$ cat src/rtl/uart_txs_pkg.sv
package uart_txs_pkg;

  typedef enum logic [1:0] {
    TXS_IDLE = 2'd0,
    TXS_ATT  = 2'd1,
    TXS_WAIT = 2'd2
  } txs_state_e;

  // Bits per character: start + data + optional parity + stop.
  function automatic logic [3:0] frame_bits(input logic [3:0] lcr);
    logic [3:0] stop_bits;
    stop_bits = lcr[2] ? 4'd2 : 4'd1;
    return 4'd6 + {2'b00, lcr[1:0]} + {3'b000, lcr[3]} + stop_bits;
  endfunction

endpackage

$ cat src/rtl/uart_txs_period.sv
module uart_txs_period #(
  parameter int unsigned TICKS_PER_UNIT = 1,
  parameter int unsigned DIV_W          = 16,
  parameter int unsigned RST_DIVISOR    = 12,
  parameter int unsigned CT_W           = 21
) (
  input  logic             clk,
  input  logic             rst_n,
  input  logic             cfg_wr,
  input  logic [DIV_W-1:0] cfg_divisor,
  input  logic [3:0]       cfg_lcr,
  output logic [CT_W-1:0]  char_ticks
);
  import uart_txs_pkg::*;

  localparam int unsigned RST_TICKS = TICKS_PER_UNIT * RST_DIVISOR * 10;

  logic [CT_W-1:0] ticks_q, ticks_n;
  logic            ticks_en;
  logic [3:0]      frame;

  always_comb begin
    frame    = frame_bits(cfg_lcr);
    ticks_n  = CT_W'(TICKS_PER_UNIT) * CT_W'(cfg_divisor) * CT_W'(frame);
    ticks_en = cfg_wr && (cfg_divisor != '0);
  end

  always_ff @(posedge clk or negedge rst_n) begin
    if (!rst_n)        ticks_q <= CT_W'(RST_TICKS);
    else if (ticks_en) ticks_q <= ticks_n;
  end

  assign char_ticks = ticks_q;

endmodule

$ cat src/rtl/uart_txs_src.sv
module uart_txs_src #(
  parameter int unsigned DATA_W = 8
) (
  input  logic              clk,
  input  logic              rst_n,
  input  logic              thr_wr,
  input  logic [DATA_W-1:0] thr_wdata,
  input  logic              fifo_en,
  input  logic [DATA_W-1:0] fifo_head,
  input  logic              retry_active,
  input  logic              load,
  output logic [DATA_W-1:0] byte_out
);
  logic [DATA_W-1:0] thr_q;
  logic [DATA_W-1:0] tsr_q;
  logic [DATA_W-1:0] byte_sel;

  always_comb begin
    if (retry_active)  byte_sel = tsr_q;
    else if (fifo_en)  byte_sel = fifo_head;
    else               byte_sel = thr_q;
  end

  always_ff @(posedge clk or negedge rst_n) begin
    if (!rst_n)      thr_q <= '0;
    else if (thr_wr) thr_q <= thr_wdata;
  end

  always_ff @(posedge clk or negedge rst_n) begin
    if (!rst_n)    tsr_q <= '0;
    else if (load) tsr_q <= byte_sel;
  end

  assign byte_out = byte_sel;

endmodule

$ cat src/rtl/uart_txs_ctl.sv
module uart_txs_ctl #(
  parameter int unsigned LVL_W     = 5,
  parameter int unsigned CT_W      = 21,
  parameter int unsigned MAX_RETRY = 8,
  parameter int unsigned RC_W      = 4
) (
  input  logic             clk,
  input  logic             rst_n,
  input  logic             thr_wr,
  input  logic             fifo_en,
  input  logic             loop_en,
  input  logic [LVL_W-1:0] fifo_level,
  input  logic             tx_ready,
  input  logic [CT_W-1:0]  char_ticks,
  output logic             attempt,
  output logic             load,
  output logic             fifo_pop,
  output logic             retry_active,
  output logic [RC_W-1:0]  retry_cnt,
  output logic             thre,
  output logic             temt,
  output logic             pend
);
  import uart_txs_pkg::*;

  txs_state_e      state_q, state_n;
  logic [CT_W-1:0] cnt_q, cnt_n;
  logic [RC_W-1:0] retry_q, retry_n;
  logic            thre_q, thre_n, temt_q, temt_n, pend_q, pend_n;
  logic            rejected, retry_go, finish, thre_set, last_entry, nonempty;

  always_comb begin
    attempt    = (state_q == TXS_ATT);
    nonempty   = (fifo_level != '0);
    last_entry = (fifo_level == LVL_W'(1)) || !nonempty;
    rejected   = attempt && !loop_en && !tx_ready;
    retry_go   = rejected && (retry_q != RC_W'(MAX_RETRY));
    finish     = attempt && !retry_go;
    load       = attempt && (retry_q == '0);
    fifo_pop   = load && fifo_en && nonempty;
    thre_set   = load && (!fifo_en || last_entry);

    // host write dominates any flag set by a same-cycle attempt
    thre_n = thr_wr ? 1'b0 : (thre_q || thre_set);

    if (thr_wr && fifo_en)    temt_n = 1'b0;
    else if (finish && thre_n) temt_n = 1'b1;
    else                       temt_n = temt_q;

    if (thr_wr)                pend_n = 1'b0;
    else if (finish && thre_n) pend_n = 1'b1;
    else                       pend_n = pend_q;

    if (retry_go)    retry_n = retry_q + RC_W'(1);
    else if (finish) retry_n = '0;
    else             retry_n = retry_q;

    state_n = state_q;
    cnt_n   = cnt_q;
    unique case (state_q)
      TXS_IDLE: if (thr_wr) state_n = TXS_ATT;
      TXS_ATT: begin
        if (retry_go || !thre_n) begin
          state_n = TXS_WAIT;
          cnt_n   = char_ticks - CT_W'(2);
        end else begin
          state_n = TXS_IDLE;
        end
      end
      TXS_WAIT: begin
        if (cnt_q == '0) state_n = TXS_ATT;
        else             cnt_n   = cnt_q - CT_W'(1);
      end
      default: state_n = TXS_IDLE;
    endcase
  end

  always_ff @(posedge clk or negedge rst_n) begin
    if (!rst_n) begin
      state_q <= TXS_IDLE;
      cnt_q   <= '0;
      retry_q <= '0;
      thre_q  <= 1'b1;
      temt_q  <= 1'b1;
      pend_q  <= 1'b0;
    end else begin
      state_q <= state_n;
      cnt_q   <= cnt_n;
      retry_q <= retry_n;
      thre_q  <= thre_n;
      temt_q  <= temt_n;
      pend_q  <= pend_n;
    end
  end

  assign retry_active = (retry_q != '0);
  assign retry_cnt    = retry_q;
  assign thre         = thre_q;
  assign temt         = temt_q;
  assign pend         = pend_q;

endmodule

$ cat src/rtl/uart_tx_sched.sv
module uart_tx_sched #(
  parameter int unsigned DATA_W         = 8,
  parameter int unsigned DIV_W          = 16,
  parameter int unsigned FIFO_DEPTH     = 16,
  parameter int unsigned TICKS_PER_UNIT = 1,
  parameter int unsigned MAX_RETRY      = 8,
  parameter int unsigned RST_DIVISOR    = 12,
  localparam int unsigned LVL_W         = $clog2(FIFO_DEPTH + 1),
  localparam int unsigned RC_W          = $clog2(MAX_RETRY + 1),
  localparam int unsigned CT_W          = DIV_W + 4 + $clog2(TICKS_PER_UNIT + 1)
) (
  input  logic              clk,
  input  logic              rst_n,
  input  logic              cfg_wr,
  input  logic [DIV_W-1:0]  cfg_divisor,
  input  logic [3:0]        cfg_lcr,
  input  logic              fifo_en,
  input  logic              loop_en,
  input  logic              thr_wr,
  input  logic [DATA_W-1:0] thr_wdata,
  input  logic [LVL_W-1:0]  fifo_level,
  input  logic [DATA_W-1:0] fifo_head,
  output logic              fifo_pop,
  output logic              tx_valid,
  output logic [DATA_W-1:0] tx_data,
  input  logic              tx_ready,
  output logic              lb_valid,
  output logic [DATA_W-1:0] lb_data,
  output logic              thre,
  output logic              temt,
  output logic              tx_empty_pend
);
  logic [CT_W-1:0]   char_ticks;
  logic              attempt, load, retry_active;
  logic [RC_W-1:0]   retry_cnt;
  logic [DATA_W-1:0] byte_out;

  uart_txs_period #(
    .TICKS_PER_UNIT(TICKS_PER_UNIT), .DIV_W(DIV_W),
    .RST_DIVISOR(RST_DIVISOR), .CT_W(CT_W)
  ) u_period (
    .clk(clk), .rst_n(rst_n), .cfg_wr(cfg_wr),
    .cfg_divisor(cfg_divisor), .cfg_lcr(cfg_lcr), .char_ticks(char_ticks)
  );

  uart_txs_ctl #(
    .LVL_W(LVL_W), .CT_W(CT_W), .MAX_RETRY(MAX_RETRY), .RC_W(RC_W)
  ) u_ctl (
    .clk(clk), .rst_n(rst_n), .thr_wr(thr_wr), .fifo_en(fifo_en),
    .loop_en(loop_en), .fifo_level(fifo_level), .tx_ready(tx_ready),
    .char_ticks(char_ticks), .attempt(attempt), .load(load),
    .fifo_pop(fifo_pop), .retry_active(retry_active), .retry_cnt(retry_cnt),
    .thre(thre), .temt(temt), .pend(tx_empty_pend)
  );

  uart_txs_src #(.DATA_W(DATA_W)) u_src (
    .clk(clk), .rst_n(rst_n), .thr_wr(thr_wr), .thr_wdata(thr_wdata),
    .fifo_en(fifo_en), .fifo_head(fifo_head), .retry_active(retry_active),
    .load(load), .byte_out(byte_out)
  );

  assign tx_valid = attempt && !loop_en;
  assign lb_valid = attempt && loop_en;
  assign tx_data  = byte_out;
  assign lb_data  = byte_out;

endmodule

$ cat config.mk
export PLATFORM = sky130hd
export DESIGN_NAME = uart_tx_sched
export DESIGN_NICKNAME = d
export VERILOG_FILES = /design/src/rtl/uart_txs_pkg.sv /design/src/rtl/uart_txs_period.sv /design/src/rtl/uart_txs_src.sv /design/src/rtl/uart_txs_ctl.sv /design/src/rtl/uart_tx_sched.sv
export SDC_FILE = /design/constraint.sdc
export NUM_CORES = 1
export LEC_CHECK = 0
export BUFFER_PORTS_ARGS = -buffer_cell sky130_fd_sc_hd__buf_4
export CORE_ASPECT_RATIO = 0.9
export CORE_UTILIZATION = 56
export DETAILED_ROUTE_END_ITERATION = 12
export GPL_ROUTABILITY_DRIVEN = 0
export PLACE_DENSITY = 0.75
export SLEW_MARGIN = 10
export SYNTH_ARGS = -nofsm -noshare
export SYNTH_HDL_FRONTEND = slang
export SYNTH_SLANG_ARGS = --single-unit
$ cat constraint.sdc
create_clock -name clk -period 4 [get_ports clk]
set_clock_uncertainty 0.1 [all_clocks]
set_input_delay 0 -clock clk [delete_from_list [all_inputs] [get_ports clk]]
set_output_delay 0 -clock clk [all_outputs]
set_load 0.02 [all_outputs]
==> metrics.md <==
| Metric | Value |
|---|---|
| Detailed Routing Iterations Pass 1 | 5 |
| Commonest non-fill, non-tap cell in the layout | buf_4 |
| Pwr per Cell Area | 689 nW/um^2 |
| Gr usage total | 0.272 |
| Final hold violation count | 0 |
| Final setup violation count | 0 |
| Non-Filler Instances | 924 |
| Post-route ant nets | 0 |
| CTS root buf | clkbuf_16 |
| Number of global-route vias before repair | 5161 |
| Initial DRC count | 294 |
| GRT overflow | 0 |
| Synth Warn # | 0 |
| Setup TNS | 0 ps |
| DPL Wire Length | 9880 um |
| Via density | 5.66 |
| DIE AREA | 10900 sq um |
| Starting Density | 0.576 |
| Clock slew at reported path FFs | 60 ps |
| Worst setup EP type | flip-flop |
| Clk pwr share | 0.173 |
| Synth Area in XOR/XNOR | 0.0401 |
| Setup CP Type | input port to flip-flop |
| Tightest Pin Transition | 1150 ps |
| Layout area overhead | 24.5% |
| CTS tree | built |
| # rows | 35 |
| Cells after synthesis | 684 |
| Largest net degree at the start of global routing | 67 |
| Period utilization | 0.962 |
| Max IR drop VDD | 0.636 mV |
| Total wire length after detailed routing | 13900 um |
| Worst EP required | 4110 ps |
| P_leak | 3.43 nW |
| Die width | 110 um |
| Slew Viols, Final | 0 |
| Fmax achieved | 260 MHz |
| Internal power | 2.84 mW |
| Comb pwr share | 0.579 |
| Share of cells above drive strength 1 | 0.190 |
| Placed cells | 878 |
| Postcts setup bufs | 0 |
| Switching portion of total power | 0.439 |
| RSZ-0062 raised after global routing | false |
| # diodes | 0 |
| NetSw | 2.22 mW |
| Placement-stage cell area | 6690 sq um |
| Sequential share of power | 0.247 |
| Number of remaining DRC errors | 0 |
| Reg2Reg Depth | 10 |
| Die Ht | 99.4 um |
| Hold Path Depth | 3 |
| Crit path max fanout | 11 |
| Hold Path Class | input port to flip-flop |
| Nets | 902 |
| Later-pin clock latency in the skew report | 330 ps |
| # Max-Cap Violations | 0 |
| Simple-gate portion of the synthesized area | 0.222 |
| Global-route wire length before repair | 23600 um |
| Post-synth ARST share | 1.00 |
| Via Count | 5230 |
| Avg Cell Area, Syn | 8.62 sq um |
| Seq/Total Area, Yosys | 0.281 |
| CTS Buf Count | 9 |
| Most frequent cells in the layout | buf_4 (95), inv_1 (76), dfrtp_1 (60) |
| Shortest period the worst path allows | 3850 ps |
| Sink Count | 66 |
| Slew margin rel. | 0.234 |
| Critical Path AT | 3950 ps |
| Largest family of logic cells by synthesized area | simple AND/OR/NAND/NOR gates |
| Status | finished, final reports clean |
| Multiplexer area fraction after synthesis | 0.0341 |
| CP startpoint kind | input port |
| Reg-to-reg slack, setup | 770 ps |
| H-Tree Depth | 3 |
| Avg WL per Cell | 15.1 um |
| IO Pins | 70 |
| # port buffers | 69 |
| CTS max path bufs | 2 |
| Post-Syn Nets | 796 |
| Initial antenna violation count | 0 |
| Post-synth EDFFs | 0 |
| Synth Cell Area | 5900 sq um |
| Flops & latches, synth | 66 |
| Top FF cell, synth | dfrtp_1 |
| Core area | 10200 sq um |
| Synth Area in Compound Gates | 0.173 |
| Fill cells | 758 |
| Netlist cell types | 66 |
| Post-Synth Adder-Cell Area | 0.173 |
| Fin area | 7340 sq um |
## registers in the layout, summed over array words and instances (netlist names)
register	count
u_ctl.cnt_q	21
u_ctl.pend	1
u_ctl.retry_cnt	4
u_ctl.state_q	2
u_ctl.temt	1
u_ctl.thre	1
u_period.char_ticks	20
u_src.thr_q	8
u_src.tsr_q	8
## routing by layer
metal,global-route usage,up-vias,wire [um]
met3,0.0354,28,437
met4,0.110,0,320
li1,-,2550,-
met1,0.349,2529,6080
met2,0.464,123,7080
met5,0,-,0
## logic make-up after synthesis
group           Yosys count
fa+ha+maj                64
mux                      19
compound gates          162
buf+inv                 108
simple gates            238
xor+xnor                 27
flops                    66
## power by group through the flow
stage          Clock [mW]  Combinational [mW]  Sequential [mW]
6_report            0.877                2.93             1.25
2_1_floorplan           0                2.10             1.18
3_5_place_dp            0                2.82             1.25
5_1_grt             0.914                3.25             1.29
3_3_place_gp            0                2.71             1.23
4_1_cts             0.885                2.88             1.24
## timing repair
item	4_1_cts	5_1_grt
endpoints found under the setup margin	0	3
hold buffers	30	0
endpoints found under the hold margin	83	0
gates resized for setup	0	6
## layout make-up
type                       count  area [sq um]  share of cell area
tap                          129           161              0.0220
inverter                      77           289              0.0394
timing repair buffer         126          1030               0.141
multi-input combinational    510          3860               0.526
clock buffer                  11           253              0.0344
sequential                    66          1660               0.226
clock inverter                 5          85.1              0.0116
## worst paths after layout
check	start	to
worst max-delay path	cfg_lcr[2]	u_period.char_ticks[19]$_DFFE_PN0P_
worst min-delay path	fifo_head[6]	u_src.tsr_q[6]$_DFFE_PN0P_
worst max register to register	u_ctl.retry_cnt[0]$_DFFE_PN0P_	u_ctl.cnt_q[7]$_DFFE_PN0P_
worst min register to register	u_src.tsr_q[0]$_DFFE_PN0P_	u_src.tsr_q[0]$_DFFE_PN0P_
min in group asynchronous	rst_n	u_ctl.cnt_q[9]$_DFFE_PN0P_
max in group asynchronous	rst_n	u_period.char_ticks[8]$_DFFE_PN0P_
## synth_stat cells, drive strengths merged, types with 3 or more instances
| cell type | count | area (sq um) |
|---|---|---|
| inv | 77 | 289 |
| dfrtp | 60 | 1500 |
| nand2 | 57 | 214 |
| o21ai | 50 | 250 |
| a21oi | 45 | 229 |
| ha | 35 | 438 |
| nor2 | 34 | 128 |
| nor2b | 33 | 206 |
| fa | 29 | 581 |
| nand2b | 21 | 131 |
| and2 | 20 | 125 |
| clkbuf | 18 | 67.6 |
| xnor2 | 17 | 149 |
| buf | 13 | 101 |
| nand3 | 13 | 65.1 |
| mux2i | 10 | 100 |
| nor3 | 10 | 50.1 |
| nor4 | 10 | 68.8 |
| xor2 | 10 | 87.6 |
| mux2 | 9 | 101 |
| o22ai | 9 | 56.3 |
| nor3b | 8 | 65.1 |
| o31ai | 8 | 60.1 |
| nand3b | 7 | 52.6 |
| or3 | 7 | 48.8 |
| a21o | 6 | 45.0 |
| a22o | 6 | 52.6 |
| dfstp | 6 | 158 |
| o21a | 6 | 45.0 |
| nand4 | 4 | 25.0 |
| o41ai | 4 | 42.6 |
| or4 | 4 | 30.0 |
| a31oi | 3 | 18.8 |
| nor4b | 3 | 41.3 |
| o32ai | 3 | 26.3 |
## per-stage QoR
stage	hold slack [ps]	utilization	setup WS, ps	power [mW]
6_report	15.5	0.717	153	5.06
5_1_grt	77.7	0.717	4.69	5.46
4_1_cts	9.55	0.715	94.3	5.01
3_5_place_dp	59.8	0.652	-266	4.07
3_3_place_gp	56.7	0.652	-127	3.94
2_1_floorplan	-396	-	23.0	3.27
## critical path, stage by stage
cell and delay, ps:
buf_4 120, fa_2 360, inv_1 60, ha_2 160, inv_2 40, ha_4 330
nor2b_1 80, fa_1 500, inv_1 50, fa_1 520, inv_1 60, ha_4 240
buf_4 130, and2_1 150, o21ai_0 160, o21ai_1 170, o31a_1 350, a311o_1 370
o311ai_0 100
Note: power is estimated with default switching activity, not from simulation.
